## config.mk

```make
export PLATFORM = sky130hd
export DESIGN_NAME = prot_wr_guard
export DESIGN_NICKNAME = d
export VERILOG_FILES = /design/src/rtl/prot_guard_pkg.sv /design/src/rtl/guard_decode.sv /design/src/rtl/guard_unlock.sv /design/src/rtl/guard_flag.sv /design/src/rtl/prot_wr_guard.sv
export SDC_FILE = /design/constraint.sdc
export NUM_CORES = 1
export LEC_CHECK = 0
export ABC_AREA = 1
export ABC_CLOCK_PERIOD_IN_PS = 1570
export BUFFER_PORTS_ARGS = -buffer_cell sky130_fd_sc_hd__clkbuf_2
export CORE_MARGIN = 1.5
export CORE_UTILIZATION = 34
export DETAILED_ROUTE_END_ITERATION = 8
export PLACE_DENSITY = 0.9
export SKIP_LAST_GASP = 1
export SLEW_MARGIN = 20
export SYNTH_ARGS = -nofsm -noshare
export SYNTH_HDL_FRONTEND = slang
export SYNTH_SLANG_ARGS = --single-unit
```

## constraint.sdc

```tcl
create_clock -name clk -period 1.57 [get_ports clk]
set_input_delay 0.314 -clock clk [delete_from_list [all_inputs] [get_ports clk]]
set_output_delay 0.314 -clock clk [all_outputs]
set_load 0.005 [all_outputs]
```

## src/rtl/prot_guard_pkg.sv

```systemverilog
// Package: shared constants for the protected register write guard.
// Assumes a 32-bit byte-addressed peripheral bus with 8-bit data.
package prot_guard_pkg;
    localparam int unsigned BUS_AW = 32;
    localparam int unsigned BUS_DW = 8;

    // Address decode result for one bus access
    typedef struct packed {
        logic is_cmd;
        logic is_stat;
        logic is_spec;
        logic is_wdt;
    } guard_hit_t;
endpackage

```

## src/rtl/guard_decode.sv

```systemverilog
// Module: guard_decode
// Compares the bus address with the command, status and special-register
// addresses. Assumes the special addresses are distinct from each other and
// from the command and status addresses.
module guard_decode
    import prot_guard_pkg::*;
#(
    parameter int unsigned        AW         = BUS_AW,
    parameter int unsigned        NSPEC      = 3,
    parameter int unsigned        WDT_IDX    = 0,
    parameter logic [NSPEC*AW-1:0] SPEC_ADDRS = '0,
    parameter logic [AW-1:0]      CMD_ADDR   = '0,
    parameter logic [AW-1:0]      STAT_ADDR  = '0
) (
    input  logic [AW-1:0]    addr,
    output logic [NSPEC-1:0] spec_hit,
    output guard_hit_t       hit
);
    // One comparator per special register
    for (genvar i = 0; i < NSPEC; i++) begin : g_cmp
        assign spec_hit[i] = (addr == SPEC_ADDRS[i*AW +: AW]);
    end

    // Collapse the individual hits into the summary struct
    always_comb begin
        hit.is_cmd  = (addr == CMD_ADDR);
        hit.is_stat = (addr == STAT_ADDR);
        hit.is_spec = |spec_hit;
        hit.is_wdt  = spec_hit[WDT_IDX];
    end
endmodule

```

## src/rtl/guard_unlock.sv

```systemverilog
// Module: guard_unlock
// Tracks the two-step unlock for both register classes and decides, for each
// write-class access, whether it is granted or is a protection violation.
// Assumes acc_wr already includes bit-manipulation accesses.
module guard_unlock
    import prot_guard_pkg::*;
(
    input  logic       clk,
    input  logic       rst_n,
    input  logic       acc_vld,
    input  logic       acc_wr,
    input  guard_hit_t hit,
    output logic       arm_gen,
    output logic       arm_wdt,
    output logic       grant,
    output logic       viol
);
    logic wr_cls;
    logic rd_cls;

    // Classify the access
    always_comb begin
        wr_cls = acc_vld && acc_wr;
        rd_cls = acc_vld && !acc_wr;
    end

    // Grant or refuse the current write; any write while armed that is not a
    // granted special write counts as a violation
    always_comb begin
        grant = wr_cls && hit.is_spec && (hit.is_wdt ? arm_wdt : arm_gen);
        viol  = wr_cls && (hit.is_spec ? !grant : arm_gen);
    end

    // Arm on command writes, disarm on other writes, weaken on reads
    always_ff @(posedge clk) begin
        if (!rst_n) begin
            arm_gen <= 1'b0;
            arm_wdt <= 1'b0;
        end else if (wr_cls && hit.is_cmd) begin
            arm_gen <= 1'b1;
            arm_wdt <= 1'b1;
        end else if (wr_cls) begin
            arm_gen <= 1'b0;
            arm_wdt <= 1'b0;
        end else if (rd_cls && !hit.is_cmd) begin
            arm_wdt <= 1'b0;
        end
    end
endmodule

```

## src/rtl/guard_flag.sv

```systemverilog
// Module: guard_flag
// Sticky protection-fault flag. A direct software write to the flag takes
// priority over a violation raised by the same access.
module guard_flag (
    input  logic clk,
    input  logic rst_n,
    input  logic stat_wr,
    input  logic stat_bit,
    input  logic viol,
    output logic flag
);
    // Hold, load from software, or set on violation
    always_ff @(posedge clk) begin
        if (!rst_n)       flag <= 1'b0;
        else if (stat_wr) flag <= stat_bit;
        else if (viol)    flag <= 1'b1;
    end
endmodule

```

## src/rtl/prot_wr_guard.sv

```systemverilog
// Module: prot_wr_guard (top)
// Guards writes to special registers behind a command-register unlock and
// reports faults in a status register. Assumes at most one bus access per
// cycle. Strobes are combinational with the bus write; read data and flag
// are registered.
module prot_wr_guard
    import prot_guard_pkg::*;
#(
    parameter int unsigned         AW         = BUS_AW,
    parameter int unsigned         DW         = BUS_DW,
    parameter int unsigned         NSPEC      = 3,
    parameter int unsigned         WDT_IDX    = 0,
    parameter logic [NSPEC*AW-1:0] SPEC_ADDRS = {32'hFFFF_F82C, 32'hFFFF_F828, 32'hFFFF_F6D0},
    parameter logic [AW-1:0]       CMD_ADDR   = 32'hFFFF_F1FC,
    parameter logic [AW-1:0]       STAT_ADDR  = 32'hFFFF_F802
) (
    input  logic             clk,
    input  logic             rst_n,
    input  logic             bus_vld,
    input  logic             bus_wr,
    input  logic             bus_bitop,
    input  logic [AW-1:0]    bus_addr,
    input  logic [DW-1:0]    bus_wdata,
    output logic [DW-1:0]    rd_data,
    output logic [NSPEC-1:0] spec_we,
    output logic             prot_err
);
    localparam int unsigned PADW = DW - 1;

    guard_hit_t       hit;
    logic [NSPEC-1:0] spec_hit;
    logic             acc_wr;
    logic             arm_gen;
    logic             arm_wdt;
    logic             grant;
    logic             viol;
    logic             stat_wr;

    // Bit-manipulation accesses are write-class
    always_comb begin
        acc_wr  = bus_wr || bus_bitop;
        stat_wr = bus_vld && acc_wr && hit.is_stat;
    end

    guard_decode #(
        .AW(AW), .NSPEC(NSPEC), .WDT_IDX(WDT_IDX),
        .SPEC_ADDRS(SPEC_ADDRS), .CMD_ADDR(CMD_ADDR), .STAT_ADDR(STAT_ADDR)
    ) u_dec (
        .addr(bus_addr), .spec_hit(spec_hit), .hit(hit)
    );

    guard_unlock u_unl (
        .clk(clk), .rst_n(rst_n), .acc_vld(bus_vld), .acc_wr(acc_wr),
        .hit(hit), .arm_gen(arm_gen), .arm_wdt(arm_wdt),
        .grant(grant), .viol(viol)
    );

    guard_flag u_flg (
        .clk(clk), .rst_n(rst_n), .stat_wr(stat_wr),
        .stat_bit(bus_wdata[0]), .viol(viol), .flag(prot_err)
    );

    // Per-register strobe gated by the grant
    for (genvar i = 0; i < NSPEC; i++) begin : g_we
        assign spec_we[i] = grant && spec_hit[i];
    end

    // Registered read data; only the status register returns non-zero
    always_ff @(posedge clk) begin
        if (!rst_n)
            rd_data <= '0;
        else if (bus_vld && !acc_wr && hit.is_stat)
            rd_data <= {{PADW{1'b0}}, prot_err};
        else
            rd_data <= '0;
    end
endmodule

```

==> results.md <==
- Smallest setup slack after layout: -0.128 ns
- Number of buffers created by CTS: 3
- First DRT Iteration DRCs: 16
- Area of the multi-input gates: 455 um^2
- Via count of the routed design: 912
- Total chip power: 0.400 mW
- Wire length of the first global-routing pass: 3010 um
- Sequential Area: 80.1 um^2
- Final count of pins violating max slew: 0
- Detailed-route vias per instance: 4.75
- Number of rows in the core area: 14
- Setup Crit Path Kind: in -> out
- Number of filler instances in the final layout: 120
- Req. time, crit path: 1.26 ns
- P per Cell Area: 355 nW/um^2
- Top cell types by occurrence after synthesis: 32 x sky130_fd_sc_hd__nand2_1, 18 x sky130_fd_sc_hd__nor2_1, 16 x sky130_fd_sc_hd__inv_1
- CTS root buffer: sky130_fd_sc_hd__clkbuf_4
- Largest stage delay, worst path: 0.21 ns
- Mean Syn Cell Area: 5.12 um^2
- Post-synth EDFFs: 0
- Crit path max fanout: 6
- Share of synthesized area occupied by flip-flops and latches: 0.149
- Largest net degree at the start of global routing: 7
- Bufs on Longest Clock Path: 2
- Post-CTS Hold Buffers: 0
- Min cycle time layout: 1.70 ns
- Total Routing Usage GR: 0.208
- Clock latency of the later-clocked register in the worst-skew pair: 0.24 ns
- Slowest CP cell: sky130_fd_sc_hd__nor2_4
- Share of layout cells above drive strength 1: 0.597
- Final antenna-violating net count: 0
- Die Span X: 42.8 um
- Leading post-synthesis cells by cell area: sky130_fd_sc_hd__nand2_1 22%, sky130_fd_sc_hd__dfxtp_1 15%, sky130_fd_sc_hd__nor2_1 13%
- Fmax: 589 MHz
- Sequential share of power: 0.274
- Area of the die: 1830 um^2
- Cell type with the largest total area after synthesis: sky130_fd_sc_hd__nand2_1
- Antenna violations before repair: 0
- Period utilisation layout: 1.08
- Vias in the first global route: 839
- Overflow after GRT: 0
- Detailed-routing iteration count for the pre-antenna-repair pass: 4
- Clock-pin slew on the worst setup and hold paths: 0.04 ns
- Kind of launch point of the worst setup path: primary input
- Wire length after detailed routing: 2140 um
- Number of design rule violations left after detail routing: 0
- Final Skew: 0.00265 ns
- Maximum vdd drop: 0.000287 V
- Hold_ws: 0.294 ns
- Cell repeated most along the worst path: sky130_fd_sc_hd__nand3_2
- Portion of synthesized cell area occupied by the leading cell type: 0.223
- Worst Setup End Kind: output pin
- Violated checks: negative setup slack
- Combinational share of power: 0.405
- Antenna diode count: 0
- Net Sw Power: 0.118 mW
- # nets final: 223
- Share of async-settable or async-resettable flops after synthesis: 0
- Final weighted congestion of routability-driven global placement: 0.780
- Flop-to-flop setup slack: 0.43 ns
- Cell breakdown of the critical path: buf_6 > nand2_2 > nor2_1 > nand2_1 > nor2_4 > nand3_2 > nand3_2 > nand3_2 > nor2_1 > buf_2
- Setup repair after global routing missed its margin: yes
- Distinct cell type count of the synthesized netlist: 14
- Clock H-tree levels: 1
- Number of hold-slack violations in the final timing report: 0
- Area growth, synth to finish: 109%
- DR WL/cell: 11.2 um
- Arrival time of the worst setup path: 1.38 ns
- Count of buffer and inverter cells on the critical path: 2
- Starting density of the core: 0.361
- Top Ports: 57
- #FFs+latches synth: 4
- Status: finished with violations
- Cell leakage power: 0.599 nW
- Clock power frac: 0.321
- Die extent in y: 42.8 um
- Reported max-cap violation count: 0
- Most repeated cell in the gate-level netlist after synthesis: sky130_fd_sc_hd__nand2_1
- Port buffer count: 42
- Worst Hold Class: in -> reg
- Core area: 1490 um^2
- Area of the mapped netlist: 538 um^2
- Half-perimeter wire length after placement: 1360 um
- Finish-stage setup viols: 5
- Switching Fraction: 0.296
- TNS Setup: -0.492 ns
- Synth Instances: 105
- Internal power of the cells: 0.281 mW
- Crit-path leading delay family: simple AND/OR/NAND/NOR gates
- Yosys warnings: 0
- Most used flip-flop cell after synthesis: sky130_fd_sc_hd__dfxtp_1
- Clk sinks: 4
- Clock tree from TritonCTS: built
## power groups by stage
stage	combinational, mW	sequential (mW)	clock, mW
2_1_floorplan	0.0538	0.109	0
3_3_place_gp	0.110	0.110	0
3_5_place_dp	0.116	0.110	0
4_1_cts	0.128	0.109	0.133
5_1_grt	0.180	0.110	0.142
6_report	0.162	0.109	0.128
## cell usage in the layout (no fill, tap or decap), types with 4 or more instances in the layout
cell type	instances
sky130_fd_sc_hd__inv_1	12
sky130_fd_sc_hd__nand2_1	21
sky130_fd_sc_hd__nor2_1	11
sky130_fd_sc_hd__nand2_2	13
sky130_fd_sc_hd__o21ai_0	4
sky130_fd_sc_hd__nand4_1	6
sky130_fd_sc_hd__dfxtp_1	4
sky130_fd_sc_hd__nand3_2	4
sky130_fd_sc_hd__nor2_2	6
sky130_fd_sc_hd__buf_6	13
sky130_fd_sc_hd__conb_1	7
sky130_fd_sc_hd__buf_4	23
sky130_fd_sc_hd__clkbuf_2	32
sky130_fd_sc_hd__nor2_4	4
## worst paths after layout
kind         cells past startpoint                       start                    endpoint
min                              2                     bus_vld  u_unl.arm_wdt$_SDFFE_PN0P_
max reg2reg                      8  u_unl.arm_gen$_SDFFE_PN0P_     u_flg.flag$_SDFFE_PN0P_
max                             10                bus_addr[22]                  spec_we[2]
min reg2reg                      2     u_flg.flag$_SDFFE_PN0P_       rd_data[0]$_SDFF_PN0_
## area by class of cell
class | count | area share
tap | 16 | 0.0178
inverter | 16 | 0.0556
multi-input combinational | 84 | 0.405
sequential | 4 | 0.0712
timing repair buffer | 69 | 0.430
clock buffer | 3 | 0.0200
## worst register-to-register path: cells and delay by family (launching register included)
family                 cells  cell delay, ns
buffers and inverters      3            0.31
flip-flops                 1            0.33
AND/OR/NAND/NOR            4            0.27
AO/OA/AOI/OAI              1            0.15
## sequential cells by signal, indices dropped and copies added (netlist names)
register / count
rd_data: 1
u_flg.flag: 1
u_unl.arm_wdt: 1
u_unl.arm_gen: 1
## metrics by stage
step / instance area, um^2 / cells / util / setup slack [ns]
6_report: 1120 / 192 / 0.755 / -0.128
5_1_grt: 1120 / 192 / 0.755 / -0.200
4_1_cts: 978 / 191 / 0.657 / -0.0567
3_5_place_dp: 843 / 176 / 0.566 / -0.145
3_3_place_gp: 843 / 176 / 0.566 / -0.0895
2_1_floorplan: 561 / 111 / - / 0.139
## repair_timing
item / CTS / global route
setup endpoints to repair: 3 / 6
buffers inserted: 12 / 5
gates cloned: 0 / 0
hold endpoints to repair: 0 / 0
resized for setup: 8 / 38
pin swaps: 3 / 26
## per-layer routing
metal / global-route usage / up-vias / routed length, um
li1: - / 458 / -
met1: 0.205 / 403 / 772
met2: 0.415 / 47 / 1200
met3: 0.0255 / 4 / 144
met4: 0.0938 / 0 / 29
met5: 0 / - / 0
## kinds of logic (layout without fill, tap and decap cells)
| kind of cell | Yosys count | count (layout) | share of synthesized area |
|---|---|---|---|
| buffers and inverters | 23 | 88 | 0.209 |
| AO/OA/AOI/OAI | 7 | 7 | 0.0651 |
| AND/OR/NAND/NOR | 70 | 70 | 0.570 |
| other | 1 | 7 | 0.00697 |
| flip-flops | 4 | 4 | 0.149 |
No activity file was read; power rests on OpenSTA's default activity.
